File: src/rtl/swb_pkg.sv
package swb_pkg;

    typedef enum logic [1:0] {
        ST_IDLE     = 2'd0,
        ST_SLOT     = 2'd1,
        ST_PRES_GAP = 2'd2,
        ST_PRES_LOW = 2'd3
    } swb_state_e;

    typedef enum logic [1:0] {
        LOW_BIT   = 2'd0,
        LOW_SHORT = 2'd1,
        LOW_LONG  = 2'd2
    } low_kind_e;

    // Sort a finished low pulse by its length in microseconds.
    function automatic low_kind_e classify_low(input int len_us,
                                               input int short_us,
                                               input int long_us);
        if (len_us >= long_us)
            return LOW_LONG;
        else if (len_us >= short_us)
            return LOW_SHORT;
        return LOW_BIT;
    endfunction

    function automatic int max2(input int a, input int b);
        return (a > b) ? a : b;
    endfunction

endpackage

File: src/rtl/swb_line_sync.sv
module swb_line_sync (
    input  logic clk,
    input  logic rst,
    input  logic line_in,
    output logic line_s,
    output logic fell,
    output logic rose
);
    logic s1, s2, s3;

    always_ff @(posedge clk) begin
        if (rst) begin
            s1 <= 1'b1;
            s2 <= 1'b1;
            s3 <= 1'b1;
        end else begin
            s1 <= line_in;
            s2 <= s1;
            s3 <= s2;
        end
    end

    assign line_s = s2;
    assign fell   = s3 & ~s2;
    assign rose   = ~s3 & s2;
endmodule

File: src/rtl/swb_us_timer.sv
module swb_us_timer #(
    parameter int CW    = 9,
    parameter int LIMIT = 480
) (
    input  logic          clk,
    input  logic          rst,
    input  logic          tick,
    input  logic          clr,
    output logic [CW-1:0] count
);
    localparam logic [CW-1:0] TOP = CW'(LIMIT);

    // Saturating count of microseconds since the last clear.
    always_ff @(posedge clk) begin
        if (rst || clr)
            count <= '0;
        else if (tick && (count != TOP))
            count <= count + 1'b1;
    end
endmodule

File: src/rtl/swb_bit_shifter.sv
module swb_bit_shifter #(
    parameter int BITS = 8
) (
    input  logic            clk,
    input  logic            rst,
    input  logic            load,
    input  logic [BITS-1:0] load_val,
    input  logic            commit,
    input  logic            commit_bit,
    input  logic            abort,
    output logic            tx_bit,
    output logic            first_slot,
    output logic            done,
    output logic [BITS-1:0] word
);
    localparam int BCW = (BITS > 1) ? $clog2(BITS) : 1;
    localparam logic [BCW-1:0] LAST = BCW'(BITS - 1);

    logic [BCW-1:0]  idx;
    logic [BITS-1:0] tx_sh;
    logic [BITS-1:0] rx_sh;
    logic [BITS-1:0] rx_next;

    assign rx_next = {commit_bit, rx_sh[BITS-1:1]};

    always_ff @(posedge clk) begin
        if (rst) begin
            idx   <= '0;
            tx_sh <= '0;
            rx_sh <= '0;
            word  <= '0;
            done  <= 1'b0;
        end else begin
            done <= 1'b0;
            if (load)
                tx_sh <= load_val;
            if (abort) begin
                idx <= '0;
            end else if (commit) begin
                tx_sh <= {1'b0, tx_sh[BITS-1:1]};
                rx_sh <= rx_next;
                if (idx == LAST) begin
                    idx  <= '0;
                    done <= 1'b1;
                    word <= rx_next;
                end else begin
                    idx <= idx + 1'b1;
                end
            end
        end
    end

    assign tx_bit     = tx_sh[0];
    assign first_slot = (idx == '0);
endmodule

File: src/rtl/swb_target.sv
module swb_target
    import swb_pkg::*;
#(
    parameter int BITS           = 8,
    parameter int SAMPLE_US      = 30,
    parameter int READ_HOLD_US   = 45,
    parameter int SHORT_RST_US   = 120,
    parameter int LONG_RST_US    = 480,
    parameter int PRES_GAP_US    = 30,
    parameter int PRES_LEN_US    = 120,
    parameter bit SHORT_IS_RESET = 1'b0
) (
    input  logic            clk,
    input  logic            rst,
    input  logic            us_tick,
    input  logic            line_in,
    input  logic            send_mode,
    input  logic [BITS-1:0] tx_byte,
    output logic            pull_low,
    output logic [BITS-1:0] rx_byte,
    output logic            rx_valid,
    output logic            tx_done,
    output logic            reset_seen
);
    localparam int MAXC = max2(max2(LONG_RST_US, PRES_LEN_US),
                               max2(READ_HOLD_US, PRES_GAP_US));
    localparam int CW   = $clog2(MAXC + 1);
    localparam logic [CW-1:0] C_SAMPLE = CW'(SAMPLE_US);
    localparam logic [CW-1:0] C_HOLD   = CW'(READ_HOLD_US);
    localparam logic [CW-1:0] C_GAP    = CW'(PRES_GAP_US);
    localparam logic [CW-1:0] C_PRES   = CW'(PRES_LEN_US);

    swb_state_e    state;
    logic          line_s, fell, rose;
    logic          clr;
    logic [CW-1:0] cnt;
    logic          dir_q;
    logic          samp;
    logic          tx_bit, first_slot, done;
    low_kind_e     kind;
    logic          slot_start, slot_end;
    logic          bit_end, reset_end, abort_end;

    swb_line_sync u_sync (
        .clk    (clk),
        .rst    (rst),
        .line_in(line_in),
        .line_s (line_s),
        .fell   (fell),
        .rose   (rose)
    );

    swb_us_timer #(.CW(CW), .LIMIT(MAXC)) u_timer (
        .clk  (clk),
        .rst  (rst),
        .tick (us_tick),
        .clr  (clr),
        .count(cnt)
    );

    assign kind       = classify_low(int'(cnt), SHORT_RST_US, LONG_RST_US);
    assign slot_start = (state == ST_IDLE) && fell;
    assign slot_end   = (state == ST_SLOT) && rose;
    assign bit_end    = slot_end && (kind == LOW_BIT);
    assign reset_end  = slot_end && ((kind == LOW_LONG) ||
                                     ((kind == LOW_SHORT) && SHORT_IS_RESET));
    assign abort_end  = slot_end && (kind == LOW_SHORT) && !SHORT_IS_RESET;

    // The timer restarts at every slot edge and at each presence phase.
    assign clr = slot_start || reset_end ||
                 ((state == ST_PRES_GAP) && (cnt == C_GAP));

    swb_bit_shifter #(.BITS(BITS)) u_shift (
        .clk       (clk),
        .rst       (rst),
        .load      (slot_start && first_slot),
        .load_val  (tx_byte),
        .commit    (bit_end),
        .commit_bit(samp),
        .abort     (reset_end || abort_end),
        .tx_bit    (tx_bit),
        .first_slot(first_slot),
        .done      (done),
        .word      (rx_byte)
    );

    always_ff @(posedge clk) begin
        if (rst) begin
            state      <= ST_IDLE;
            dir_q      <= 1'b0;
            samp       <= 1'b1;
            reset_seen <= 1'b0;
        end else begin
            reset_seen <= reset_end;
            unique case (state)
                ST_IDLE: begin
                    if (fell) begin
                        state <= ST_SLOT;
                        samp  <= 1'b1;
                        if (first_slot)
                            dir_q <= send_mode;
                    end
                end
                ST_SLOT: begin
                    if (cnt == C_SAMPLE)
                        samp <= line_s;
                    if (rose)
                        state <= reset_end ? ST_PRES_GAP : ST_IDLE;
                end
                ST_PRES_GAP: begin
                    if (cnt == C_GAP)
                        state <= ST_PRES_LOW;
                end
                ST_PRES_LOW: begin
                    if (cnt == C_PRES)
                        state <= ST_IDLE;
                end
                default: state <= ST_IDLE;
            endcase
        end
    end

    assign pull_low = ((state == ST_SLOT) && dir_q && !tx_bit && (cnt < C_HOLD)) ||
                      (state == ST_PRES_LOW);
    assign rx_valid = done && !dir_q;
    assign tx_done  = done && dir_q;
endmodule

File: config.mk
export PLATFORM = sky130hd
export DESIGN_NAME = swb_target
export DESIGN_NICKNAME = d
export VERILOG_FILES = /design/src/rtl/swb_pkg.sv /design/src/rtl/swb_line_sync.sv /design/src/rtl/swb_us_timer.sv /design/src/rtl/swb_bit_shifter.sv /design/src/rtl/swb_target.sv
export SDC_FILE = /design/constraint.sdc
export NUM_CORES = 1
export LEC_CHECK = 0
export BUFFER_PORTS_ARGS = -buffer_cell sky130_fd_sc_hd__buf_2
export CAP_MARGIN = 20
export CELL_PAD_IN_SITES_DETAIL_PLACEMENT = 1
export CELL_PAD_IN_SITES_GLOBAL_PLACEMENT = 1
export CORE_UTILIZATION = 40
export DETAILED_ROUTE_END_ITERATION = 8
export GPL_TIMING_DRIVEN = 0
export PLACE_DENSITY = 0.79
export SETUP_SLACK_MARGIN = 0.15
export SKIP_CTS_REPAIR_TIMING = 1
export SLEW_MARGIN = 20
export SYNTH_ARGS = -nofsm -noshare
export SYNTH_HDL_FRONTEND = slang
export SYNTH_SLANG_ARGS = --single-unit
export TNS_END_PERCENT = 1
File: constraint.sdc
create_clock -name clk -period 4.2 [get_ports clk]
set_input_delay 0.21 -clock clk [delete_from_list [all_inputs] [get_ports clk]]
set_output_delay 0.21 -clock clk [all_outputs]
set_load 0.01 [all_outputs]
# After elaboration in Yosys (flattened, before gate mapping)
# Cells that the tools add are included.
# word_totals
reg_bits	45
out_inout_bits	12
# classes
n_addsub	2
n_lt_le_gt_ge	3
n_eq_ne	14
muxes	19
bitwise	6
reduce_logical	31
# ops
operator	n
8-bit two-way mux	3
2-bit two-way mux	8
1-bit logical AND	13
9-bit by 1-bit adder with 9-bit output (second input constant)	1
9-bit by 5-bit equality test with 1-bit output (second input constant)	1
9-bit by 7-bit equality test with 1-bit output (second input constant)	1
9-bit by 7-bit >= comparator with 1-bit output (second input constant)	1
9-bit >= comparator (second input constant)	1
9-bit by 6-bit < comparator with 1-bit output (second input constant)	1
9-bit != test (second input constant)	1
3-bit AND reduction	3
2-bit one-hot mux with 4 select lines	1
2-bit equality test (second input constant)	3
2-bit != test (second input constant)	3
1-bit logical OR	5
1-bit two-way mux	5
2-bit by 1-bit equality test with 1-bit output (second input constant)	2
2-bit zero test	2
2-bit by 1-bit != test with 1-bit output (second input constant)	2
1-bit inverter	4
4-bit AND reduction	1
3-bit by 1-bit adder with 3-bit output (second input constant)	1
3-bit equality test (second input constant)	1
3-bit zero test	1
8 further kinds	10

# Longest topological paths before layout
# Gate-level depths: netlist of the first run.
# depth
word_depth	9
mapped_depth	7

# Cells and area by module
# Synthesis of the first run repeated with hierarchy kept, for this count alone.
# hier_totals
cells_unflattened	230
hier_area_um2	2053.2
# by_module_without_submodules
mod	instances	cells_per_inst	area_each_um2	seq_area_each_um2
swb_bit_shifter	1	122	1136.1	540.5
swb_us_timer	1	55	466.7	180.2
swb_target	1	45	357.8	100.1
swb_line_sync	1	8	92.6	60.1

# Worst setup path before layout of the first run
# OpenSTA, ideal clock, no wires.
# synth_timing
kind	reg2reg
start	reg u_shift.idx[0]
end	reg u_shift.word[7]
arrival_time_ns	1.415
required_ns	4.072
path_slack_ns	2.658
stages_incl_launch_ff	7
n_path_buf	1
path_cell_list	dfxtp_1 ha_1 ha_1 clkbuf_1 nand4_1 mux2i_1 nor2_1
# synth_via
elab_chain_len	2
# synth_lines
item	line_no	source
from (decl)	swb_bit_shifter.sv:19	logic [BCW-1:0] idx;
from (signal assigned)	swb_bit_shifter.sv:47	idx <= idx + 1'b1;
3-bit equality test	swb_bit_shifter.sv:42	if (idx == LAST) begin
3-bit AND reduction (no source line)	-	
to (signal assigned)	swb_bit_shifter.sv:45	word <= rx_next;
to (decl)	swb_bit_shifter.sv:14	output logic [BITS-1:0] word
# No other way between the ends.
# A chain may end at the register's enable or synchronous reset.

# Worst setup path after layout of the first run
# Ends and elaborated chain as after synthesis.

==> metrics.md, run 1 <==
| Metric | Value |
|---|---|
| Clock Pin Slew Worst Setup and Hold Paths | `~0.08 ns` |
| Area share of the largest cell type after synthesis | `0.452` |
| Slew at the pin with the worst max-slew slack | `approximately 0.51 ns` |
| Layout cells sized above 1 | `0.180` |
| Number of antenna violations at the first check in global routing | `0` |
| Row cnt | `25` |
| Count of vias placed by the detailed router | `about 1600` |
| Global-route congestion overflow total | `0` |
| Sum of negative setup slack | `0 ns` |
| Pwr dens | `about 330 nW/um^2` |
| Most prevalent standard cell on the critical path | `sky130_fd_sc_hd__ha_1` |
| Final number of hold-violating endpoints | `0` |
| Worst-case clock skew | `roughly 0.0096 ns` |
| Residual DRC count | `0` |
| Final min period | `1.99 ns` |
| Worst hold path class | `primary input to register` |
| Min-Delay Startpoint | `line_in` |
| Max Fclk | `about 500 MHz` |
| Reg-to-reg startpoint | `u_shift.idx[0]` |
| Critical path data arrival time | `approximately 2.2 ns` |
| Setup Viol. Count Final | `0` |
| Post-Syn Nets | `between 200 and 250` |
| Reg2Reg Depth | `6` |
| Area share of xor/xnor cells in the synthesized design | `0.0315` |
| Dominant combinational cell family by area after synthesis | `simple AND/OR/NAND/NOR gates` |
| Mean post-synth cell area | `between 8 and 9 um^2` |
| Detailed Route Iter0 Violations | `35` |
| Unrepaired setup endpoints after global routing | `false` |
| Simple-gate share of the synthesized area | `0.236` |
| Cells on Worst Hold Path | `2` |
| Critical R2R Capture | `u_shift.word[7]` |
| Routability Congestion | `0.822` |
| Top cells by area, synth | `sky130_fd_sc_hd__dfxtp_1 45%, sky130_fd_sc_hd__mux2i_1 5.6%, sky130_fd_sc_hd__nand2_1 5.6%, sky130_fd_sc_hd__nor2_1 5.2%, sky130_fd_sc_hd__a21oi_1 5.1%` |
| Share of the yosys chip area belonging to registers | `0.452` |
| Fill cells | `approximately 590` |
| Number of detailed-routing iterations run before antenna repair | `4` |
| First-pass GRT wire length | `7.15 mm` |
| Largest net degree at the start of global routing | `14` |
| Routed Wire Length | `~4.3 mm` |
| Die Outline Area | `5160 um^2` |
| Mean number of vias per cell | `roughly 5.4` |
| Number of maximum-capacitance violations | `0` |
| Crit path kind | `register to register` |
| Flops & latches, synth | `44` |
| Gate family responsible for the most delay along the worst path | `simple AND/OR/NAND/NOR gates` |
| Cell with the biggest individual delay on the critical path | `sky130_fd_sc_hd__nand4_1` |
| CTS H-tree depth | `2` |
| Pins over their slew limit | `0` |
| Average detailed-routed wire length per instance | `about 14 um` |
| Final net count | `around 270` |
| IR Drop Worst-Case VDD | `0.000257 V` |
| Area fraction in compound gates after synthesis | `0.136` |
| Critical-path cell list | `ha_1 -> ha_1 -> clkbuf_1 -> nand4_1 -> mux2i_1 -> nor2_1` |
| Y dimension of the die | `71.8 um` |
| Root cell of the clock tree | `sky130_fd_sc_hd__clkbuf_8` |
| Setup crit start kind | `register` |
| Reg-to-reg setup timing slack | `approximately 2.2 ns` |
| Critical path data required time | `~4.4 ns` |
| Slowest Stage Delay on Critical Path | `between 0.4 and 0.5 ns` |
| Static leakage power | `between 0.9 and 1 nW` |
| Critical path endpoint category | `register` |
| Number of global-route vias before repair | `1588` |
| Deepest clock path buffer count | `2` |
| Most used flip-flop cell after synthesis | `sky130_fd_sc_hd__dfxtp_1` |
| Hold Crit Endpoint | `u_sync.s1` |
| Status | `completed` |
| Global-route usage over all layers | `0.180` |
| Area Growth Syn to Fin | `13.5%` |
| CTS sink cnt | `44` |
| ANT nets after route | `0` |
| Fraction of the mapped netlist area in adder cells | `0.0385` |
| Beginning of the critical path | `u_shift.idx[0]` |
| Syn Std Cell Area | `roughly 1900 um^2` |
| Number of enable flip-flop cells after synthesis | `0` |
| Buf+Inv Stages, Crit Path | `1` |
| Relative slew slack | `0.661` |
| Count of unique library cells instantiated by Yosys | `43` |
| Yosys top cell by area | `sky130_fd_sc_hd__dfxtp_1` |
| Clock tree from TritonCTS | `done` |
| Ys Warns | `0` |
| Post-detailed-placement half-perimeter wirelength | `around 3.1 mm` |
| Number of diodes | `0` |
| Number of port buffers | `23` |
| Largest fanout of any net on the critical path | `10` |
| Share of the clock period used by the worst path | `0.474` |
| # IOs | `25` |
| Share of synthesized flip-flops with an asynchronous set or reset | `0` |
| Initial core utilization | `0.415` |
| Insertion delay of the later-clocked pin in the worst-skew pair | `~0.30 ns` |
| DP Worst Slack | `~2.2 ns` |
| Mux contribution to synthesized area | `0.0565` |
| Core ar. | `approximately 4700 um^2` |
| Post-Syn Instances | `220` |
| Post-route setup slack | `2.21 ns` |
| Total clock buffers created by CTS | `5` |
| Die Wd | `roughly 72 um` |
[layout by cell type (no fill, tap or decap), drive strengths merged, types with 8 or more instances in the layout]
master	instances
a21oi	20
buf	30
clkbuf	11
dfxtp	44
inv	8
mux2i	11
nand2	29
nand3	9
nor2	27
[per-stage QoR]
step / hold WS, ns / total power, mW / util / cell area [um^2] / instances
floorplan: 0.314 / 0.468 / - / 1950 / 220
global placement: 0.392 / 0.482 / 0.454 / 2130 / 297
detailed placement: 0.397 / 0.483 / 0.454 / 2130 / 297
CTS: 0.0884 / 0.736 / 0.472 / 2210 / 304
global route: 0.108 / 0.756 / 0.472 / 2210 / 304
finish: 0.0977 / 0.728 / 0.472 / 2210 / 304
[synthesized netlist by cell type, types with 2 or more instances]
library cell               count
sky130_fd_sc_hd__dfxtp_1      44
sky130_fd_sc_hd__nand2_1      29
sky130_fd_sc_hd__nor2_1       27
sky130_fd_sc_hd__a21oi_1      20
sky130_fd_sc_hd__mux2i_1      11
sky130_fd_sc_hd__nand3_1       9
sky130_fd_sc_hd__inv_1         8
sky130_fd_sc_hd__a211oi_1      7
sky130_fd_sc_hd__clkbuf_1      6
sky130_fd_sc_hd__ha_1          6
sky130_fd_sc_hd__nand4_1       6
sky130_fd_sc_hd__buf_2         5
sky130_fd_sc_hd__xnor2_1       5
sky130_fd_sc_hd__nor3_1        3
sky130_fd_sc_hd__nand3b_1      2
sky130_fd_sc_hd__nor2b_1       2
sky130_fd_sc_hd__nor3b_1       2
sky130_fd_sc_hd__or2_2         2
sky130_fd_sc_hd__xor2_1        2
[cell families after synthesis]
family	after synthesis
multiplexers	11
AND/OR/NAND/NOR	93
XOR/XNOR	7
AO/OA/AOI/OAI	38
buffers and inverters	21
adder cells (fa/ha/maj)	6
flip-flops	44
[metal layers]
metal  share of wire  vias to the layer above  track usage
met5               0                        -            0
met4           0.013                        0       0.0588
met3           0.031                        5       0.0422
met2            0.48                       24        0.300
met1            0.48                      786        0.230
li1                -                      821            -
[where the power goes]
group	internal, mW	switching, mW	total, mW
clock network	0.113	0.142	0.255
logic	0.0183	0.0243	0.0427
registers	0.424	0.00649	0.430
[final cells by class]
| class | instances | area, um^2 | area share |
|---|---|---|---|
| clock inverters | 2 | 12.5 | 0.00565 |
| repair buffers | 23 | 115 | 0.0520 |
| flip-flops and latches | 44 | 881 | 0.398 |
| clock buffers | 5 | 68.8 | 0.0311 |
| multi-input cells | 155 | 972 | 0.439 |
| well taps | 54 | 67.6 | 0.0305 |
| inverters | 8 | 30.0 | 0.0136 |
| plain buffers | 13 | 66.3 | 0.0300 |
[how the worst max path moves through the flow]
| stage | depth (start not counted) | endpoint | slack (ns) |
|---|---|---|---|
| after CTS | 6 | u_shift.word[7] | 2.16 |
| after global placement | 6 | u_shift.word[7] | 2.20 |
| final | 6 | u_shift.word[7] | 2.21 |
| after detailed placement | 6 | u_shift.word[7] | 2.19 |
| after floorplan | 6 | u_shift.word[7] | 2.66 |
| after global routing | 6 | u_shift.word[7] | 1.96 |
[registers in the layout, summed over array words and instances, names as in the netlist, named ones only]
name           cells
samp               1
u_shift.done       1
u_sync.line_s      1
state              1
u_sync.s1          1
u_sync.s3          1
u_shift.rx_sh      7
u_shift.tx_sh      8
u_timer.count      9
u_shift.word       8
dir_q              1
reset_seen         1
u_shift.idx        3
No activity file was read; power rests on OpenSTA's default activity.
==> inputs of run 2 (changes only) <==
--- a/config.mk
+++ b/config.mk
@@ -5,6 +5,7 @@
 export SDC_FILE = /design/constraint.sdc
 export NUM_CORES = 1
 export LEC_CHECK = 0
+export ABC_AREA = 1
 export BUFFER_PORTS_ARGS = -buffer_cell sky130_fd_sc_hd__buf_2
 export CAP_MARGIN = 20
 export CELL_PAD_IN_SITES_DETAIL_PLACEMENT = 1
@@ -12,7 +13,7 @@
 export CORE_UTILIZATION = 40
 export DETAILED_ROUTE_END_ITERATION = 8
 export GPL_TIMING_DRIVEN = 0
-export PLACE_DENSITY = 0.79
+export PLACE_DENSITY = 0.8
 export SETUP_SLACK_MARGIN = 0.15
 export SKIP_CTS_REPAIR_TIMING = 1
 export SLEW_MARGIN = 20
==> constraint.sdc (replaced) <==
create_clock -name clk -period 1.9 [get_ports clk]
set_input_delay 0.095 -clock clk [delete_from_list [all_inputs] [get_ports clk]]
set_output_delay 0.095 -clock clk [all_outputs]
set_load 0.01 [all_outputs]
==> run 2 against run 1 <==
  * Critical path depth rose by 3
  * Highest routed layer unchanged
  * Clock skew fell by 0.0035 ns
  * Maximum frequency rose by 23%
  * Routed wire length rose by 11%
  * Worst setup slack got worse by 1.9 ns
  * Via count rose by 12%
==> metrics.md, run 2 <==
| Metric | Value |
|---|---|
| Ys Warns | `0` |
| Most numerous cell types in the synthesized netlist | `64 x sky130_fd_sc_hd__nand2_1, 44 x sky130_fd_sc_hd__dfxtp_1, 28 x sky130_fd_sc_hd__nor2_1` |
| Slowest Stage Delay on Critical Path | `~0.33 ns` |
| Number of maximum-capacitance violations | `0` |
| Residual DRC count | `0` |
| Largest fanout of any net on the critical path | `10` |
| Y dimension of the die | `roughly 75 um` |
| Core ar. | `about 5100 um^2` |
| Largest registers | `u_timer.count x9, u_shift.tx_sh x8, u_shift.word x8` |
| Critical path data required time | `about 2.1 ns` |
| Number of diodes | `0` |
| Number of antenna violations at the first check in global routing | `0` |
| Number of port buffers | `24` |
| Most prevalent standard cell on the critical path | `sky130_fd_sc_hd__nand2_1` |
| Cells on Worst Hold Path | `2` |
| Post-Syn Instances | `approximately 270` |
| Pins over their slew limit | `0` |
| Average detailed-routed wire length per instance | `12.8 um` |
| Slew at the pin with the worst max-slew slack | `~0.40 ns` |
| Post-placement cell area | `2310 um^2` |
| Global-route congestion overflow total | `0` |
| Reg2Reg Depth | `9` |
| Final std cell area, no fill | `approximately 2400 um^2` |
| Total clock buffers created by CTS | `5` |
| Met3 routing resource usage after global routing | `0.0407` |
| Critical R2R Capture | `u_timer.count[5]` |
| Commonest non-fill, non-tap cell in the layout | `sky130_fd_sc_hd__nand2_1` |
| Area share of the largest cell type after synthesis | `0.419` |
| Top cells by area, synth | `sky130_fd_sc_hd__dfxtp_1 42%, sky130_fd_sc_hd__nand2_1 11%, sky130_fd_sc_hd__nor2_1 5.0%, sky130_fd_sc_hd__nand3_1 4.5%, sky130_fd_sc_hd__ha_1 3.6%` |
| Yosys top cell by area | `sky130_fd_sc_hd__dfxtp_1` |
| Reg-to-reg startpoint | `u_timer.count[0]` |
| Layout cells sized above 1 | `0.218` |
| Deepest clock path buffer count | `2` |
| Flops & latches, synth | `44` |
| Status | `completed` |
| Flip-flop count of the largest register after layout | `9` |
| Met2 track demand over resource in global routing | `0.324` |
| Pwr dens | `822 nW/um^2` |
| Reg-to-reg setup timing slack | `0.28 ns` |
| Final net count | `325` |
| Global-route usage over all layers | `0.195` |
| Busiest layer in global routing | `met2` |
| Syn Std Cell Area | `2100 um^2` |
| Final number of hold-violating endpoints | `0` |
| Relative slew slack | `0.732` |
| Global routing met1 resource utilization | `0.248` |
| Most used flip-flop cell after synthesis | `sky130_fd_sc_hd__dfxtp_1` |
| Worst-case clock skew | `between 0.006 and 0.007 ns` |
| Count of vias placed by the detailed router | `between 1500 and 2000` |
| Share of the clock period used by the worst path | `0.851` |
| Max Fclk | `619 MHz` |
| Initial core utilization | `0.414` |
| Leading cell types in the layout, fill and taps excluded | `64 x sky130_fd_sc_hd__nand2_1, 44 x sky130_fd_sc_hd__dfxtp_1, 27 x sky130_fd_sc_hd__nor2_1` |
| Final min period | `1.62 ns` |
| Mean number of vias per cell | `4.86` |
| Critical path endpoint category | `register` |
| Setup Viol. Count Final | `0` |
| Clock Pin Slew Worst Setup and Hold Paths | `around 0.08 ns` |
| Worst hold path class | `primary input to register` |
| Post-detailed-placement half-perimeter wirelength | `3.63 mm` |
| ANT nets after route | `0` |
| Count of unique library cells instantiated by Yosys | `35` |
| Number of global-route vias before repair | `about 1800` |
| Crit path kind | `register to register` |
| Share of synthesized flip-flops with an asynchronous set or reset | `0` |
| Setup crit start kind | `register` |
| Number of detailed-routing iterations run before antenna repair | `4` |
| # IOs | `25` |
| Critical-path cell list | `inv_1 -> ha_1 -> nand2_1 -> nor3_1 -> nand2_1 -> nand2_2 -> inv_2 -> nand2_1 -> a21oi_1` |
| Register name with the most flops | `u_timer.count` |
| Cell with the biggest individual delay on the critical path | `sky130_fd_sc_hd__dfxtp_1` |
| Number of enable flip-flop cells after synthesis | `0` |
| Post-Syn Nets | `about 290` |
| Share of the yosys chip area belonging to registers | `0.419` |
| Routability Congestion | `approximately 0.77` |
| Row cnt | `26` |
| First-pass GRT wire length | `around 8.1 mm` |
| Die Outline Area | `5550 um^2` |
| Buf+Inv Stages, Crit Path | `2` |
| Root cell of the clock tree | `sky130_fd_sc_hd__clkbuf_8` |
| Detailed Route Iter0 Violations | `68` |
| Cell with the most instances after synthesis | `sky130_fd_sc_hd__nand2_1` |
| CTS H-tree depth | `2` |
| CTS sink cnt | `44` |
| Largest net degree at the start of global routing | `15` |
| Unrepaired setup endpoints after global routing | `true` |
| Critical path data arrival time | `around 1.8 ns` |
| Sum of negative setup slack | `0 ns` |
| Area Growth Syn to Fin | `15.8%` |
| Insertion delay of the later-clocked pin in the worst-skew pair | `~0.30 ns` |
| Mean post-synth cell area | `approximately 7.7 um^2` |
| Static leakage power | `1.05 nW` |
| Hold Crit Endpoint | `u_shift.word[0]` |
| IR Drop Worst-Case VDD | `0.000360 V` |
| Die Wd | `74.5 um` |
| Routed Wire Length | `approximately 4.8 mm` |
| Gate family responsible for the most delay along the worst path | `simple AND/OR/NAND/NOR gates` |
| Min-Delay Startpoint | `rst` |
| Clock tree from TritonCTS | `done` |
-- run 2: cell count changes in the layout (fill, tap and decap cells not counted), moves of 6 or more --
cell and change:
sky130_fd_sc_hd__nand3_1 +10, sky130_fd_sc_hd__o21ai_1 +6, sky130_fd_sc_hd__inv_1 +12, sky130_fd_sc_hd__o21ai_0 +12, sky130_fd_sc_hd__nand2_2 +7, sky130_fd_sc_hd__mux2i_1 -11, sky130_fd_sc_hd__a21oi_1 -6, sky130_fd_sc_hd__a211oi_1 -6
sky130_fd_sc_hd__nand2_1 +35, sky130_fd_sc_hd__a31oi_1 +6
-- run 2: cell families after synthesis --
family,share of synthesized area
xor+xnor,0.0291
simple gates,0.304
flops,0.419
fa+ha+maj,0.0357
compound gates,0.128
buf+inv,0.0845
-- run 2: worst max path at each step --
stage                startpoint          endpoint  slack [ns]  depth (start not counted)
4_1_cts          u_shift.idx[0]             dir_q        0.08                          7
3_3_place_gp     u_shift.idx[0]             dir_q        0.14                          7
6_report       u_timer.count[0]  u_timer.count[5]        0.28                          9
5_1_grt        u_timer.count[0]  u_timer.count[5]        0.14                          9
2_1_floorplan    u_shift.idx[0]             dir_q        0.50                          7
3_5_place_dp     u_shift.idx[0]             dir_q        0.09                          7
-- run 2: power by group --
group	switching, mW	internal, mW
Combinational	0.183	0.100
Clock	0.330	0.389
Sequential	0.0343	0.966
-- run 2: metal layers --
metal / vias up / wire [um]
met5: - / 0
met2: 14 / 2330
li1: 951 / -
met1: 861 / 2330
met4: 0 / 66
met3: 6 / 96
-- run 2: area by class of cell --
class	instances	area [um^2]
timing repair buffer	25	130
tap	70	87.6
multi-input combinational	195	1050
inverter	30	123
sequential	44	881
buffer	5	55.1
clock buffer	5	68.8
clock inverter	3	42.5
fill	674	2640
-- run 2: metrics by stage --
stage               utilization  hold slack, ns  total power [mW]  worst slack [ns]  cells
finish                    0.480          0.0716              2.00             0.284    377
global route              0.480          0.0596              2.11             0.144    377
CTS                       0.477         -0.0434              2.04            0.0782    376
detailed placement        0.455           0.284              1.31            0.0867    368
global placement          0.455           0.280              1.30             0.137    368
floorplan                     -           0.164              1.23             0.504    274
-- run 2: worst register-to-register path, cell delays in order, from the launching register on --
cell                      delay [ns]
sky130_fd_sc_hd__dfxtp_1        0.33
sky130_fd_sc_hd__inv_1          0.16
sky130_fd_sc_hd__ha_1           0.18
sky130_fd_sc_hd__nand2_1        0.09
sky130_fd_sc_hd__nor3_1         0.16
sky130_fd_sc_hd__nand2_1        0.10
sky130_fd_sc_hd__nand2_2        0.19
sky130_fd_sc_hd__inv_2          0.14
sky130_fd_sc_hd__nand2_1        0.10
sky130_fd_sc_hd__a21oi_1        0.06
